<file path="config.mk">
export PLATFORM = sky130hd
export DESIGN_NAME = fault_restart_mgr
export DESIGN_NICKNAME = d
export VERILOG_FILES = /design/src/rtl/frm_pkg.sv /design/src/rtl/frm_climit.sv /design/src/rtl/frm_qualify.sv /design/src/rtl/frm_restart.sv /design/src/rtl/fault_restart_mgr.sv
export SDC_FILE = /design/constraint.sdc
export NUM_CORES = 1
export LEC_CHECK = 0
export BUFFER_PORTS_ARGS = -buffer_cell sky130_fd_sc_hd__buf_2
export CAP_MARGIN = 20
export CORE_ASPECT_RATIO = 1.2
export CORE_UTILIZATION = 28
export DETAILED_ROUTE_END_ITERATION = 16
export PLACE_DENSITY = 0.53
export RECOVER_POWER = 100
export SYNTH_ARGS = -nofsm -noshare
export SYNTH_HDL_FRONTEND = slang
export SYNTH_SLANG_ARGS = --single-unit
</file>
<file path="constraint.sdc">
create_clock -name clk -period 2.2 [get_ports clk]
set_input_delay 0.11 -clock clk [delete_from_list [all_inputs] [get_ports clk]]
set_output_delay 0.11 -clock clk [all_outputs]
set_load 0.01 [all_outputs]
</file>
<file path="src/rtl/frm_pkg.sv">
// Shared types for the fault protection and auto-restart manager.
// Assumes a 2-bit sequencer phase code and a 3-bit fault code.
package frm_pkg;

    typedef enum logic [1:0] {
        PH_STEP1 = 2'd0,
        PH_STEP2 = 2'd1,
        PH_STEP3 = 2'd2,
        PH_RUN   = 2'd3
    } phase_e;

    typedef enum logic [2:0] {
        FC_NONE  = 3'd0,
        FC_OVOLT = 3'd1,
        FC_SHORT = 3'd2,
        FC_SENSE = 3'd3,
        FC_HOT   = 3'd4
    } fcode_e;

    typedef struct packed {
        logic hot;
        logic ovolt;
        logic short_out;
        logic sense;
    } hits_t;

endpackage

</file>
<file path="src/rtl/frm_climit.sv">
// Peak-current limit selection with hysteresis.
// Assumes the two threshold flags are sampled once per switching cycle
// and are valid only together with the strobe.
module frm_climit (
    input  logic clk,
    input  logic rst_n,
    input  logic cyc_strobe,
    input  logic vs_below_lo,
    input  logic vs_above_hi,
    output logic cl_low
);

    // Fold to the low limit below the lower threshold, recover above the upper one.
    always_ff @(posedge clk) begin
        if (!rst_n) begin
            cl_low <= 1'b0;
        end else if (cyc_strobe) begin
            if (vs_below_lo) begin
                cl_low <= 1'b1;
            end else if (vs_above_hi) begin
                cl_low <= 1'b0;
            end
        end
    end

endmodule

</file>
<file path="src/rtl/frm_qualify.sv">
// Fault qualification: turns raw sampled flags into trip hits.
// Short output needs SHORT_CYCLES consecutive strobes in the run phase;
// sense-resistor short is judged over the first SENSE_CYCLES strobes of
// startup phase three; over-voltage and over-temperature act at once.
// Assumes `halted` is high for the whole restart delay; all state clears then.
module frm_qualify
    import frm_pkg::*;
#(
    parameter int SHORT_CYCLES = 3,
    parameter int SENSE_CYCLES = 2
) (
    input  logic   clk,
    input  logic   rst_n,
    input  logic   halted,
    input  logic   cyc_strobe,
    input  phase_e phase,
    input  logic   vs_short,
    input  logic   vs_ovp,
    input  logic   vdd_ovp,
    input  logic   cs_reached,
    input  logic   ot_trip,
    output hits_t  hits
);

    localparam int SW = $clog2(SHORT_CYCLES + 1);
    localparam int NW = $clog2(SENSE_CYCLES + 1);
    localparam logic [SW-1:0] SHORT_LAST = SW'(SHORT_CYCLES - 1);
    localparam logic [NW-1:0] SENSE_LAST = NW'(SENSE_CYCLES - 1);
    localparam logic [NW-1:0] SENSE_END  = NW'(SENSE_CYCLES);

    logic          in_run;
    logic          in_step3;
    logic [SW-1:0] short_cnt;
    logic [NW-1:0] sense_cnt;
    logic          sense_allmiss;

    assign in_run   = (phase == PH_RUN);
    assign in_step3 = (phase == PH_STEP3);

    // Count consecutive short-output strobes; any clean strobe restarts the count.
    always_ff @(posedge clk) begin
        if (!rst_n) begin
            short_cnt <= '0;
        end else if (halted || !in_run) begin
            short_cnt <= '0;
        end else if (cyc_strobe) begin
            short_cnt <= vs_short ? short_cnt + SW'(1) : '0;
        end
    end

    // Track the opening strobes of phase three and whether all missed the level.
    always_ff @(posedge clk) begin
        if (!rst_n) begin
            sense_cnt     <= '0;
            sense_allmiss <= 1'b1;
        end else if (halted || !in_step3) begin
            sense_cnt     <= '0;
            sense_allmiss <= 1'b1;
        end else if (cyc_strobe && (sense_cnt != SENSE_END)) begin
            sense_cnt     <= sense_cnt + NW'(1);
            sense_allmiss <= sense_allmiss & ~cs_reached;
        end
    end

    // Combine the qualified conditions into trip hits, blocked while halted.
    always_comb begin
        hits           = '0;
        hits.hot       = ot_trip;
        hits.ovolt     = vdd_ovp | (cyc_strobe & vs_ovp);
        hits.short_out = cyc_strobe & in_run & vs_short & (short_cnt == SHORT_LAST);
        hits.sense     = cyc_strobe & in_step3 & (sense_cnt == SENSE_LAST)
                         & sense_allmiss & ~cs_reached;
        if (halted) begin
            hits = '0;
        end
    end

endmodule

</file>
<file path="src/rtl/frm_restart.sv">
// Trip latch, fault code and auto-restart delay.
// Takes the highest-priority hit, disables the gate from the next edge,
// counts RESTART_TICKS cycles, then either requests a startup or, for an
// over-temperature trip without release, counts another period.
// Assumes hits are already blocked while the delay runs.
module frm_restart
    import frm_pkg::*;
#(
    parameter int RESTART_TICKS = 100_000_000
) (
    input  logic   clk,
    input  logic   rst_n,
    input  hits_t  hits,
    input  phase_e phase,
    input  logic   ot_release,
    output logic   gate_off,
    output logic   restart_req,
    output fcode_e fault_code
);

    localparam int CW = (RESTART_TICKS > 1) ? $clog2(RESTART_TICKS) : 1;
    localparam logic [CW-1:0] LOAD = CW'(RESTART_TICKS - 1);

    typedef enum logic {ST_ARMED = 1'b0, ST_HOLD = 1'b1} st_e;

    st_e           state;
    logic [CW-1:0] delay_cnt;
    fcode_e        trip_code;
    logic          any_trip;

    assign any_trip = |hits;
    assign gate_off = (state == ST_HOLD);

    // Priority encode simultaneous hits; later assignments win.
    always_comb begin
        trip_code = FC_NONE;
        if (hits.sense)     trip_code = FC_SENSE;
        if (hits.short_out) trip_code = FC_SHORT;
        if (hits.ovolt)     trip_code = FC_OVOLT;
        if (hits.hot)       trip_code = FC_HOT;
    end

    // Trip, hold for the delay, then restart or re-arm for over-temperature.
    always_ff @(posedge clk) begin
        if (!rst_n) begin
            state       <= ST_ARMED;
            delay_cnt   <= '0;
            fault_code  <= FC_NONE;
            restart_req <= 1'b0;
        end else begin
            restart_req <= 1'b0;
            case (state)
                ST_ARMED: begin
                    if (any_trip) begin
                        state      <= ST_HOLD;
                        delay_cnt  <= LOAD;
                        fault_code <= trip_code;
                    end else if (phase == PH_RUN) begin
                        fault_code <= FC_NONE;
                    end
                end
                ST_HOLD: begin
                    if (delay_cnt != '0) begin
                        delay_cnt <= delay_cnt - CW'(1);
                    end else if ((fault_code == FC_HOT) && !ot_release) begin
                        delay_cnt <= LOAD;
                    end else begin
                        state       <= ST_ARMED;
                        restart_req <= 1'b1;
                    end
                end
                default: state <= ST_ARMED;
            endcase
        end
    end

endmodule

</file>
<file path="src/rtl/fault_restart_mgr.sv">
// Top of the fault protection and auto-restart manager.
// Wires the current-limit selector, the fault qualifier and the restart
// controller. Assumes all flag inputs are synchronous to clk.
module fault_restart_mgr
    import frm_pkg::*;
#(
    parameter int RESTART_TICKS = 100_000_000,
    parameter int SHORT_CYCLES  = 3,
    parameter int SENSE_CYCLES  = 2
) (
    input  logic       clk,
    input  logic       rst_n,
    input  logic       cyc_strobe,
    input  logic [1:0] seq_phase,
    input  logic       vs_below_lo,
    input  logic       vs_above_hi,
    input  logic       vs_short,
    input  logic       vs_ovp,
    input  logic       vdd_ovp,
    input  logic       cs_reached,
    input  logic       ot_trip,
    input  logic       ot_release,
    output logic       cl_low,
    output logic       gate_off,
    output logic [2:0] fault_code,
    output logic       restart_req
);

    phase_e phase;
    hits_t  hits;
    fcode_e code;

    assign phase      = phase_e'(seq_phase);
    assign fault_code = code;

    frm_climit u_climit (
        .clk         (clk),
        .rst_n       (rst_n),
        .cyc_strobe  (cyc_strobe),
        .vs_below_lo (vs_below_lo),
        .vs_above_hi (vs_above_hi),
        .cl_low      (cl_low)
    );

    frm_qualify #(
        .SHORT_CYCLES (SHORT_CYCLES),
        .SENSE_CYCLES (SENSE_CYCLES)
    ) u_qualify (
        .clk        (clk),
        .rst_n      (rst_n),
        .halted     (gate_off),
        .cyc_strobe (cyc_strobe),
        .phase      (phase),
        .vs_short   (vs_short),
        .vs_ovp     (vs_ovp),
        .vdd_ovp    (vdd_ovp),
        .cs_reached (cs_reached),
        .ot_trip    (ot_trip),
        .hits       (hits)
    );

    frm_restart #(
        .RESTART_TICKS (RESTART_TICKS)
    ) u_restart (
        .clk         (clk),
        .rst_n       (rst_n),
        .hits        (hits),
        .phase       (phase),
        .ot_release  (ot_release),
        .gate_off    (gate_off),
        .restart_req (restart_req),
        .fault_code  (code)
    );

endmodule

</file>
* Yosys cells after proc, flatten, opt, wreduce, memory -nomap -nowiden
Index checks and enable logic that the tools add are counted.
** Storage, ports and cells
- Input port bits :: 13
- Register bits :: 38
- Output and inout bits :: 6
- Word-level logic and storage cells :: 68
** Cells by class
- Equality and inequality tests :: 8
- $add $sub $neg :: 3
- Muxes and demuxes :: 19
- Reduce and logical (&&, ||, !) cells :: 17
- Bitwise operators :: 13
** Operators with widths (count)
- $mux W27 :: 3
- $pmux W27 S2 :: 1
- $reduce_bool A27 Y1 :: 1
- $sub A27 B1 Y27 const B :: 1
- $mux W3 :: 5
- $and A1 B1 Y1 :: 9
- $eq A2 B2 Y1 const B :: 3
- $mux W1 :: 6
- $reduce_and A2 Y1 :: 3
- $add A2 B1 Y2 const B :: 2
- $mux W2 :: 2
- $mux W4 :: 1
- $reduce_bool A2 Y1 :: 2
- $reduce_or A2 Y1 :: 2
- $reduce_or A4 Y1 :: 1
- $eq A3 B3 Y1 const B :: 1
- $logic_not A1 Y1 :: 3
- $ne A3 B3 Y1 const B :: 1
- $not A1 Y1 :: 3
- $reduce_or A3 Y1 :: 1
- $eq A2 B1 Y1 const B :: 1
- $logic_and A1 B1 Y1 :: 2
- $logic_or A1 B1 Y1 :: 2
- $ne A2 B1 Y1 const B :: 1
- other kinds (3) :: 3

* Longest topological paths before layout
Gate-level depths: netlist of run 1.
- Depth in word-level cells :: 11
- Mapped depth :: 8
- Mapped depth without buffers :: 7

* By module
From an unflattened synthesis of run 1, not the netlist that was laid out.
** Second synthesis, totals
- Cells, all modules :: 262
- Area, all modules :: 2179.6 um^2
** Modules (own cells, without submodules)
- frm_restart :: sequential area each 640.6 um^2, instances 1, area an instance 1843.0 um^2, cells an instance 223
- frm_qualify :: sequential area each 100.1 um^2, instances 1, area an instance 297.8 um^2, cells an instance 35
- frm_climit :: sequential area each 20.0 um^2, instances 1, area an instance 38.8 um^2, cells an instance 4

* Worst setup path after synthesis of run 1
OpenSTA, ideal clock, no wires.
- Path kind :: register -> register
- From :: reg u_restart.delay_cnt[16]
- To :: reg u_restart.delay_cnt[18]
- Setup time :: 0.116 ns
- Clock period less this slack :: 2.351 ns
- Data required time :: 2.084 ns
- Buffers on the path :: 1
- Cell stages (with the launch flop) :: 7
- Data arrival time :: 2.235 ns
- Slack :: -0.151 ns
- Cells stage by stage :: dfxtp_1 or4_4 or4_4 buf_6 o41ai_4 a21oi_1 o211a_1
** Between the ends
- Longest elaborated chain between the ends :: 3
- Elaborated cells between the ends (all ways) :: 6
- Classes of those cells :: add/sub (1); eq/ne (1); mux (2); reduce/logical (2)
** Ends and longest elaborated chain
- start: declaration :: line frm_restart.sv:27 : logic [CW-1:0] delay_cnt;
- start signal: assignment :: line frm_restart.sv:64 : delay_cnt <= delay_cnt - CW'(1);
- $sub A27 B1 Y27 or $reduce_bool A27 Y1 (tied branches) :: line frm_restart.sv:64, frm_restart.sv:63
- $mux W27 or $ne A3 B3 Y1 (tied branches)
- $pmux W27 S2 or $reduce_and A2 Y1 (tied branches)
Several ways; a longest one is shown, not always the timed one.
A chain may end at the register's enable or synchronous reset.

* Worst setup path in the final report of run 1
- From :: reg u_restart.delay_cnt[19]
- To :: reg u_restart.delay_cnt[8]
** Between the ends
- Longest elaborated chain between the ends :: 3
- Elaborated cells between the ends (all ways) :: 5
- Classes of those cells :: eq/ne (1); mux (2); reduce/logical (2)
** Ends and longest elaborated chain
- $reduce_bool A27 Y1 * :: line frm_restart.sv:63 : if (delay_cnt != '0) begin
- $mux W27 or $ne A3 B3 Y1 (tied branches)
- $pmux W27 S2 or $reduce_and A2 Y1 (tied branches)
Mark *: on every way between the ends. The rest lies on a longest branch, timed or not.

==> results of run 1 <==
-- worst paths after layout --
check | depth (start not counted) | start | end | slack (ps)
min reg2reg | 1 | u_qualify.sense_allmiss$_SDFFE_PP1P_ | u_qualify.sense_allmiss$_SDFFE_PP1P_ | 460
max | 6 | u_restart.delay_cnt[19]$_SDFFE_PN0P_ | u_restart.delay_cnt[8]$_SDFFE_PN0P_ | -110
max reg2reg | 6 | u_restart.delay_cnt[19]$_SDFFE_PN0P_ | u_restart.delay_cnt[8]$_SDFFE_PN0P_ | -110
min | 3 | vs_below_lo | u_climit.cl_low$_SDFFE_PN0P_ | 70
-- state kept, by name, summed over array words and instances (netlist names) --
register	flops
u_qualify.sense_allmiss	1
u_climit.cl_low	1
u_restart.gate_off	1
u_restart.delay_cnt	27
u_qualify.short_cnt	2
u_restart.restart_req	1
u_restart.fault_code	3
u_qualify.sense_cnt	2
-- power breakdown --
part	total, mW	internal [mW]	switching, mW
clock	0.599	0.334	0.265
combinational	0.395	0.177	0.217
sequential	0.776	0.730	0.0458
-- worst max-delay path, cell delays in order (launching register included) --
cell and delay (ps):
dfxtp_2 320, or4_4 530, or4_4 470, o41a_1 490, nor2_2 200, buf_6 140, a211o_1 110
-- cells in the mapped netlist, types with 2 or more instances --
| master | number |
|---|---|
| and3_1 | 9 |
| o21ai_0 | 10 |
| or4_1 | 2 |
| clkbuf_1 | 7 |
| nand4_1 | 10 |
| a211oi_1 | 2 |
| nand2_1 | 11 |
| o211a_1 | 4 |
| buf_6 | 3 |
| or4b_2 | 3 |
| a211o_1 | 7 |
| or3_1 | 2 |
| nor2_1 | 21 |
| a21o_1 | 3 |
| o31ai_4 | 2 |
| nand2b_1 | 2 |
| inv_1 | 14 |
| nand3_1 | 6 |
| dfxtp_1 | 38 |
| or2_2 | 3 |
| a31oi_1 | 6 |
| nor3_1 | 17 |
| nor4_1 | 5 |
| nor4_2 | 3 |
| and4_1 | 2 |
| o41ai_1 | 2 |
| or4_2 | 2 |
| or4_4 | 2 |
| ha_1 | 5 |
| nand4b_1 | 2 |
| o21a_1 | 3 |
| a21oi_1 | 22 |
| o31ai_1 | 3 |
-- per-layer routing --
layer | GRT usage (%) | wire, um | vias to the layer above
li1 | - | - | 1086
met1 | 20.4 | 2660 | 1007
met2 | 27.2 | 3010 | 48
met3 | 2.71 | 221 | 13
met4 | 6.21 | 137 | 0
met5 | 0 | 0 | -
-- kinds of logic after synthesis --
| kind of cell | Yosys count | share of synthesized area [%] |
|---|---|---|
| AOI/OAI and AO/OA | 76 | 26.7 |
| xor gates and xnor gates | 1 | 0.409 |
| adders and majority gates | 5 | 2.92 |
| buffers and inverters | 25 | 5.43 |
| and+or+nand+nor | 107 | 29.0 |
| DFF | 38 | 35.5 |
-- layout make-up --
cell class                 instances  area, um2
sequential                        38        762
tap                               90        113
clock inverter                     3       40.0
clock buffer                       5       68.8
inverter                          14       52.6
fill                             753       4520
multi-input combinational        190       1340
timing repair buffer              57        418
-- what timing repair did --
action,4_1_cts,5_1_grt
buffers inserted,0,2
cloned,1,0
pin swaps,7,11
endpoints found under the setup margin,27,28
hold endpoints to repair,0,0
resized for setup,13,9
==> flow_summary.html, run 1 <==
<table>
<tr><th>Metric</th><th>Value</th></tr>
<tr><th colspan="2">GRT</th></tr>
<tr><td>Total Routing Usage GR</td><td>16.3%</td></tr>
<tr><td>Wire length of the first global-routing pass</td><td>10200 um</td></tr>
<tr><td>Pin count of the biggest net entering global routing</td><td>20</td></tr>
<tr><td>Vias in the first global route</td><td>2165</td></tr>
<tr><td>Total overflow reported by the global router</td><td>0</td></tr>
<tr><td>Initial antenna violation count</td><td>0</td></tr>
<tr><th colspan="2">Setup path</th></tr>
<tr><td>Startpoint-to-endpoint class of the critical path</td><td>reg -&gt; reg</td></tr>
<tr><td>CP Data Required Time</td><td>2440 ps</td></tr>
<tr><td>Setup crit start kind</td><td>flip-flop</td></tr>
<tr><td>Critical path fanouts, max</td><td>7</td></tr>
<tr><td>Worst EP arrival</td><td>2560 ps</td></tr>
<tr><td>Sort of element at the end of the critical path</td><td>flip-flop</td></tr>
<tr><th colspan="2">Yosys</th></tr>
<tr><td>Share of synthesized registers carrying an async set or reset</td><td>0%</td></tr>
<tr><td>Top cell type's share of synthesized area</td><td>35.5%</td></tr>
<tr><td>Syn_nets</td><td>270</td></tr>
<tr><td>Post-synthesis cell type with the largest combined area</td><td>dfxtp_1</td></tr>
<tr><td>Primary FF master, synth</td><td>dfxtp_1</td></tr>
<tr><td>Synth top area cells</td><td>dfxtp_1 (35%), a21oi_1 (5.1%), nor3_1 (4.0%)</td></tr>
<tr><td>Post-synthesis instance area</td><td>2140 um2</td></tr>
<tr><td>Number of warnings reported in the yosys synthesis log</td><td>0</td></tr>
<tr><td>Count of state elements after synthesis</td><td>38</td></tr>
<tr><td>Count of flip-flops with a built-in enable after synthesis</td><td>0</td></tr>
<tr><td>Sequential share of the synthesized area</td><td>35.5%</td></tr>
<tr><td>Mapped Cells</td><td>252</td></tr>
<tr><td>Mean post-synth cell area</td><td>8.51 um2</td></tr>
<tr><td>Number of different library cells in the post-synthesis netlist</td><td>52</td></tr>
<tr><th colspan="2">CTS</th></tr>
<tr><td>TritonCTS clock tree</td><td>yes</td></tr>
<tr><td>Number of sinks handled by clock tree synthesis</td><td>38</td></tr>
<tr><td>Deepest level of the CTS H-tree</td><td>2</td></tr>
<tr><td>Latest clock arrival within the worst-skew pair</td><td>290 ps</td></tr>
<tr><td>Max Buffers Root-to-Sink</td><td>2</td></tr>
<tr><td>Clock tree root buffer cell</td><td>clkbuf_8</td></tr>
<tr><td>Hold buffers post-CTS</td><td>0</td></tr>
<tr><td>Reg clk slew, reported paths</td><td>80 ps</td></tr>
<tr><td>Number of buffers created by CTS</td><td>5</td></tr>
<tr><th colspan="2">Floorplan</th></tr>
<tr><td>Core area</td><td>7320 um2</td></tr>
<tr><td>Starting utilization of the core area</td><td>29.3%</td></tr>
<tr><td>DIE WIDTH</td><td>81.9 um</td></tr>
<tr><td>Die H</td><td>97.8 um</td></tr>
<tr><td>Die Footprint</td><td>8010 um2</td></tr>
<tr><td>Count of standard-cell rows</td><td>34</td></tr>
<tr><td>I/O Pins</td><td>19</td></tr>
<tr><th colspan="2">STA</th></tr>
<tr><td>Final Hold Fails</td><td>0</td></tr>
<tr><td>Final worst slack</td><td>-113 ps</td></tr>
<tr><td>F_max</td><td>432 MHz</td></tr>
<tr><td>Tightest hold margin</td><td>67.5 ps</td></tr>
<tr><td>Final worst path period share</td><td>105%</td></tr>
<tr><td>Slew HR</td><td>46.1%</td></tr>
<tr><td>Slew @ Worst Pin</td><td>808 ps</td></tr>
<tr><td>Total of endpoints with negative setup slack in the final report</td><td>27</td></tr>
<tr><td>Unrepaired setup endpoints after global routing</td><td>yes</td></tr>
<tr><td>Final worst path period need</td><td>2310 ps</td></tr>
<tr><td>Total Negative Setup Slacks</td><td>-2080 ps</td></tr>
<tr><td>Slew Viols, Final</td><td>0</td></tr>
<tr><td>Worst setup skew after layout</td><td>10.2 ps</td></tr>
<tr><th colspan="2">Outcome</th></tr>
<tr><td>Failing checks</td><td>negative setup slack</td></tr>
<tr><td>Result of the run</td><td>complete, but fails checks</td></tr>
<tr><th colspan="2">Cells and area</th></tr>
<tr><td>Final Util</td><td>38.2%</td></tr>
<tr><td>Non-filler instance count after layout</td><td>397</td></tr>
<tr><td>Total number of nets in the final design</td><td>324</td></tr>
<tr><td>Leading cell type in the layout, fill and taps excluded</td><td>dfxtp_1</td></tr>
<tr><td>Commonest cells after routing, fill and taps aside</td><td>dfxtp_1 (37), buf_4 (29), nor2_1 (20)</td></tr>
<tr><td>Area growth from synthesis to final layout</td><td>30.3%</td></tr>
<tr><td>Fraction of final layout cells sized beyond drive strength 1</td><td>29.3%</td></tr>
<tr><td>Post-layout instance area</td><td>2790 um2</td></tr>
<tr><td>Number of antenna repair diodes</td><td>0</td></tr>
<tr><th colspan="2">Power and ir drop</th></tr>
<tr><td>Power density over cell area</td><td>634 nW/um2</td></tr>
<tr><td>Leakage power</td><td>1.21 nW</td></tr>
<tr><td>Overall power of the completed layout</td><td>1.77 mW</td></tr>
<tr><td>Worst vdd rail ir drop</td><td>0.364 mV</td></tr>
<tr><th colspan="2">Place</th></tr>
<tr><td>Cell area after placement</td><td>2590 um2</td></tr>
<tr><td>Worst slack at placement</td><td>-167 ps</td></tr>
<tr><td>HPWL after DPL</td><td>4370 um</td></tr>
<tr><td>Global placer's final weighted congestion</td><td>0.801</td></tr>
<tr><td>Post-Place Cells</td><td>386</td></tr>
<tr><td>Count of input and output buffers</td><td>18</td></tr>
<tr><th colspan="2">Run</th></tr>
<tr><td>Maximum Capacitance Violations</td><td>0</td></tr>
<tr><th colspan="2">Detailed routing</th></tr>
<tr><td>Vias per Instance</td><td>5.43</td></tr>
<tr><td>Number of DRC markers after the initial detailed-route iteration</td><td>110</td></tr>
<tr><td>Total number of vias</td><td>2154</td></tr>
<tr><td>Avg WL per Cell</td><td>15.2 um</td></tr>
<tr><td>DRC viols</td><td>0</td></tr>
<tr><td>Antenna-violating nets left</td><td>0</td></tr>
<tr><td>Sum of routed wire length over all layers</td><td>6030 um</td></tr>
<tr><td>Drt pass-1 iters</td><td>4</td></tr>
<tr><th colspan="2">Hold path</th></tr>
<tr><td>Worst min path class</td><td>in -&gt; reg</td></tr>
</table>
Note: power is estimated with default switching activity, not from simulation.
==> run 2, diff against run 1 <==
--- a/config.mk
+++ b/config.mk
@@ -14,4 +14,5 @@
 export RECOVER_POWER = 100
 export SYNTH_ARGS = -nofsm -noshare
 export SYNTH_HDL_FRONTEND = slang
+export SYNTH_HIERARCHICAL = 1
 export SYNTH_SLANG_ARGS = --single-unit
==> run 2 against run 1 <==
  * Global-route usage decreased by 0.47 points
  * Critical path depth unchanged
  * Wire length increased by 0.30%
  * Final area increased by 7.3%
  * Total power increased by 3.0%
  * Largest cell class unchanged
  * The flow still finishes with violations (negative setup slack)
  * Synthesized area increased by 1.7%
  * Critical path type unchanged
  * Largest power group unchanged
  * Fmax increased by 1.9%
  * Critical endpoint is now u_restart/delay_cnt[20]$_SDFFE_PN0P_
  * Clock power decreased by 23%
==> flow_summary.html, run 2 <==
<table>
<tr><th>Metric</th><th>Value</th></tr>
<tr><th colspan="2">Outcome</th></tr>
<tr><td>Result of the run</td><td>complete, but fails checks</td></tr>
<tr><td>Failing checks</td><td>negative setup slack</td></tr>
<tr><th colspan="2">Hold path</th></tr>
<tr><td>Worst min path class</td><td>in -&gt; reg</td></tr>
<tr><th colspan="2">Yosys</th></tr>
<tr><td>Area share of fa/ha/maj cells after synthesis</td><td>2.87% (-0.049 points)</td></tr>
<tr><td>Simple-gate share of the synthesized area</td><td>31.1% (+2.0 points)</td></tr>
<tr><td>Number of warnings reported in the yosys synthesis log</td><td>6 (+6)</td></tr>
<tr><td>Cell with the most instances after synthesis</td><td>dfxtp_1</td></tr>
<tr><td>Share of the synthesized area in compound gates (AO/OA/AOI/OAI)</td><td>25.1% (-1.7 points)</td></tr>
<tr><td>Post-synthesis instance area</td><td>2180 um2 (+1.7%)</td></tr>
<tr><td>Count of flip-flops with a built-in enable after synthesis</td><td>0 (unchanged)</td></tr>
<tr><td>Count of state elements after synthesis</td><td>38 (unchanged)</td></tr>
<tr><td>Synthesized-area fraction occupied by xor and xnor cells</td><td>0.402% (-0.0068 points)</td></tr>
<tr><td>Primary FF master, synth</td><td>dfxtp_1</td></tr>
<tr><td>Mean post-synth cell area</td><td>8.32 um2 (-2.2%)</td></tr>
<tr><td>Sequential share of the synthesized area</td><td>34.9% (-0.59 points)</td></tr>
<tr><td>Proportion of synthesized area in mux cells</td><td>0.459% (+0.46 points)</td></tr>
<tr><td>Number of different library cells in the post-synthesis netlist</td><td>57 (+9.6%)</td></tr>
<tr><td>Main combinational cell family by area after synthesis</td><td>simple AND/OR/NAND/NOR gates</td></tr>
<tr><td>Mapped Cells</td><td>262 (+4.0%)</td></tr>
<tr><td>Synth top area cells</td><td>dfxtp_1 (35%), a211oi_1 (4.5%), nand2_1 (3.6%)</td></tr>
<tr><td>Top cells by count, synth</td><td>dfxtp_1 (38), nand2_1 (21), nor2_1 (17), nand3_1 (15)</td></tr>
<tr><td>Top cell type's share of synthesized area</td><td>34.9% (-0.59 points)</td></tr>
<tr><td>Share of synthesized registers carrying an async set or reset</td><td>0% (unchanged)</td></tr>
<tr><td>Post-synthesis cell type with the largest combined area</td><td>dfxtp_1</td></tr>
<tr><td>Syn_nets</td><td>280 (+3.7%)</td></tr>
<tr><th colspan="2">Detailed routing</th></tr>
<tr><td>Vias per Instance</td><td>5.40 (-0.45%)</td></tr>
<tr><td>Total number of vias</td><td>2274 (+5.6%)</td></tr>
<tr><td>Number of DRC markers after the initial detailed-route iteration</td><td>98 (-11%)</td></tr>
<tr><td>Antenna-violating nets left</td><td>0 (unchanged)</td></tr>
<tr><td>Sum of routed wire length over all layers</td><td>6040 um (+0.30%)</td></tr>
<tr><td>Drt pass-1 iters</td><td>4 (unchanged)</td></tr>
<tr><td>Avg WL per Cell</td><td>14.4 um (-5.4%)</td></tr>
<tr><td>DRC viols</td><td>0 (unchanged)</td></tr>
<tr><th colspan="2">CTS</th></tr>
<tr><td>Reg clk slew, reported paths</td><td>80 ps (about the same)</td></tr>
<tr><td>Max Buffers Root-to-Sink</td><td>2 (unchanged)</td></tr>
<tr><td>Clock tree root buffer cell</td><td>clkbuf_8</td></tr>
<tr><td>Deepest level of the CTS H-tree</td><td>2 (unchanged)</td></tr>
<tr><td>Latest clock arrival within the worst-skew pair</td><td>290 ps (about the same)</td></tr>
<tr><td>Number of sinks handled by clock tree synthesis</td><td>38 (unchanged)</td></tr>
<tr><td>TritonCTS clock tree</td><td>yes</td></tr>
<tr><td>Number of buffers created by CTS</td><td>5 (unchanged)</td></tr>
<tr><td>Hold buffers post-CTS</td><td>0 (unchanged)</td></tr>
<tr><th colspan="2">Floorplan</th></tr>
<tr><td>Die Footprint</td><td>8140 um2 (+1.7%)</td></tr>
<tr><td>Core area</td><td>7400 um2 (+1.2%)</td></tr>
<tr><td>Die H</td><td>98.7 um (+0.83%)</td></tr>
<tr><td>I/O Pins</td><td>19 (unchanged)</td></tr>
<tr><td>Starting utilization of the core area</td><td>29.4% (+0.15 points)</td></tr>
<tr><td>Count of standard-cell rows</td><td>34 (unchanged)</td></tr>
<tr><td>DIE WIDTH</td><td>82.5 um (+0.82%)</td></tr>
<tr><th colspan="2">STA</th></tr>
<tr><td>Slew HR</td><td>44.9% (-1.2 points)</td></tr>
<tr><td>Final worst path period need</td><td>2270 ps (-42.6 ps)</td></tr>
<tr><td>Total Negative Setup Slacks</td><td>-469 ps (+1610 ps)</td></tr>
<tr><td>Worst setup skew after layout</td><td>8.72 ps (-1.50 ps)</td></tr>
<tr><td>Slew @ Worst Pin</td><td>827 ps (+18.5 ps)</td></tr>
<tr><td>F_max</td><td>440 MHz (+1.9%)</td></tr>
<tr><td>Final Hold Fails</td><td>0 (unchanged)</td></tr>
<tr><td>Total of endpoints with negative setup slack in the final report</td><td>16 (-41%)</td></tr>
<tr><td>Final worst slack</td><td>-70.7 ps (+42.6 ps)</td></tr>
<tr><td>Unrepaired setup endpoints after global routing</td><td>yes</td></tr>
<tr><td>Final worst path period share</td><td>103% (-1.9 points)</td></tr>
<tr><td>Slew Viols, Final</td><td>0 (unchanged)</td></tr>
<tr><th colspan="2">Power and ir drop</th></tr>
<tr><td>Worst vdd rail ir drop</td><td>0.276 mV (-24%)</td></tr>
<tr><td>Leakage power</td><td>1.15 nW (-4.9%)</td></tr>
<tr><td>Power density over cell area</td><td>608 nW/um2 (-4.0%)</td></tr>
<tr><th colspan="2">Place</th></tr>
<tr><td>Global placer's final weighted congestion</td><td>0.832 (+3.9%)</td></tr>
<tr><td>Count of input and output buffers</td><td>18 (unchanged)</td></tr>
<tr><td>Post-Place Cells</td><td>405 (+4.9%)</td></tr>
<tr><td>HPWL after DPL</td><td>4330 um (-0.72%)</td></tr>
<tr><td>Worst slack at placement</td><td>-208 ps (-40.5 ps)</td></tr>
<tr><th colspan="2">Cells and area</th></tr>
<tr><td>Leading cell type in the layout, fill and taps excluded</td><td>buf_4</td></tr>
<tr><td>Largest registers</td><td>u_restart/delay_cnt x27, u_restart/fault_code x3</td></tr>
<tr><td>Commonest cells after routing, fill and taps aside</td><td>buf_4 (43), dfxtp_1 (37), nand2_1 (21)</td></tr>
<tr><td>Max reg flops</td><td>27 (unchanged)</td></tr>
<tr><td>Non-filler instance count after layout</td><td>421 (+6.0%)</td></tr>
<tr><td>Number of antenna repair diodes</td><td>0 (unchanged)</td></tr>
<tr><td>Total number of nets in the final design</td><td>349 (+7.7%)</td></tr>
<tr><td>Biggest register</td><td>u_restart/delay_cnt</td></tr>
<tr><td>Fraction of final layout cells sized beyond drive strength 1</td><td>32.0% (+2.7 points)</td></tr>
<tr><td>Area growth from synthesis to final layout</td><td>37.5%</td></tr>
<tr><th colspan="2">Run</th></tr>
<tr><td>Maximum Capacitance Violations</td><td>0 (unchanged)</td></tr>
<tr><th colspan="2">Setup path</th></tr>
<tr><td>Start point of the critical path</td><td>u_restart/delay_cnt[8]$_SDFFE_PN0P_</td></tr>
<tr><td>FF-to-FF End</td><td>u_restart/delay_cnt[20]$_SDFFE_PN0P_</td></tr>
<tr><td>Worst EP arrival</td><td>2450 ps (-110 ps)</td></tr>
<tr><td>Startpoint-to-endpoint class of the critical path</td><td>reg -&gt; reg</td></tr>
<tr><td>Setup crit start kind</td><td>flip-flop</td></tr>
<tr><td>Critical path fanouts, max</td><td>12 (+5)</td></tr>
<tr><td>Worst reg2reg startpoint</td><td>u_restart/delay_cnt[8]$_SDFFE_PN0P_</td></tr>
<tr><td>Worst Reg-to-Reg Cells</td><td>6 (unchanged)</td></tr>
<tr><td>Sort of element at the end of the critical path</td><td>flip-flop</td></tr>
<tr><td>CP Data Required Time</td><td>2380 ps (-60 ps)</td></tr>
<tr><td>Critical Path Sink</td><td>u_restart/delay_cnt[20]$_SDFFE_PN0P_</td></tr>
<tr><td>Register-to-register path setup slack</td><td>-70 ps (+40 ps)</td></tr>
<tr><th colspan="2">GRT</th></tr>
<tr><td>Total overflow reported by the global router</td><td>0 (unchanged)</td></tr>
<tr><td>Initial antenna violation count</td><td>0 (unchanged)</td></tr>
<tr><td>Total Routing Usage GR</td><td>15.8% (-0.47 points)</td></tr>
<tr><td>Wire length of the first global-routing pass</td><td>10000 um (-2.2%)</td></tr>
<tr><td>Vias in the first global route</td><td>2195 (+1.4%)</td></tr>
<tr><td>Pin count of the biggest net entering global routing</td><td>21 (+5.0%)</td></tr>
</table>
-- run 2: kinds of logic (layout without fill, tap and decap cells) --
group                    count (synthesis)  in the layout
AND/OR/NAND/NOR                        118            118
AO/OA/AOI/OAI                           71             72
flip-flops                              38             38
buffers and inverters                   28             96
adder cells (fa/ha/maj)                  5              5
XOR/XNOR                                 1              1
multiplexers                             1              1
-- run 2: worst min path at each step --
stage | depth (start not counted) | startpoint | endpoint
4_1_cts | 3 | cs_reached | u_qualify/sense_allmiss$_SDFFE_PP1P_
3_5_place_dp | 3 | cs_reached | u_qualify/sense_allmiss$_SDFFE_PP1P_
3_3_place_gp | 3 | cs_reached | u_qualify/sense_allmiss$_SDFFE_PP1P_
2_1_floorplan | 1 | rst_n | u_climit/cl_low$_SDFFE_PN0P_
5_1_grt | 3 | vs_short | u_qualify/short_cnt[0]$_SDFFE_PP0P_
6_report | 3 | cs_reached | u_qualify/sense_allmiss$_SDFFE_PP1P_
-- run 2: per-stage QoR --
stage / util [%] / hold slack, ps / area [um2] / power, mW
2_1_floorplan: - / 252 / 2180 / 1.08
3_3_place_gp: 36.7 / 394 / 2720 / 1.30
3_5_place_dp: 36.7 / 402 / 2720 / 1.30
4_1_cts: 39.5 / 89.9 / 2920 / 1.82
5_1_grt: 40.5 / 108 / 3000 / 1.94
6_report: 40.5 / 96.6 / 3000 / 1.82
-- run 2: repair_timing --
item	4_1_cts	5_1_grt
pin swaps	2	7
hold endpoints to repair	0	0
gates cloned	1	0
setup buffers	5	3
resized for setup	16	19
endpoints found under the setup margin	27	27
-- run 2: area by class of cell --
class | count | area (um2)
inverter | 13 | 48.8
clock inverter | 2 | 10.0
clock buffer | 5 | 68.8
timing repair buffer | 76 | 573
tap | 90 | 113
sequential | 38 | 762
multi-input combinational | 197 | 1420
fill | 753 | 4400
-- run 2: power by group --
| part | total (mW) | switching, mW | internal, mW |
|---|---|---|---|
| clock | 0.464 | 0.251 | 0.213 |
| combinational | 0.571 | 0.291 | 0.280 |
| sequential | 0.789 | 0.0464 | 0.743 |
| total | 1.82 | 0.588 | 1.24 |
-- run 2: critical path: stages, from the launching register on --
cell      delay [ps]
dfxtp_1          310
or4_4            550
or4_4            560
nor4_4           210
buf_6            210
a211oi_2          50
o221a_2          270
-- run 2: layer usage --
| metal | global-route usage, % | routed length (um) |
|---|---|---|
| met1 | 19.2 | 2880 |
| met2 | 27.4 | 2920 |
| met3 | 3.43 | 174 |
| met4 | 4.51 | 68 |
| met5 | 0 | 0 |
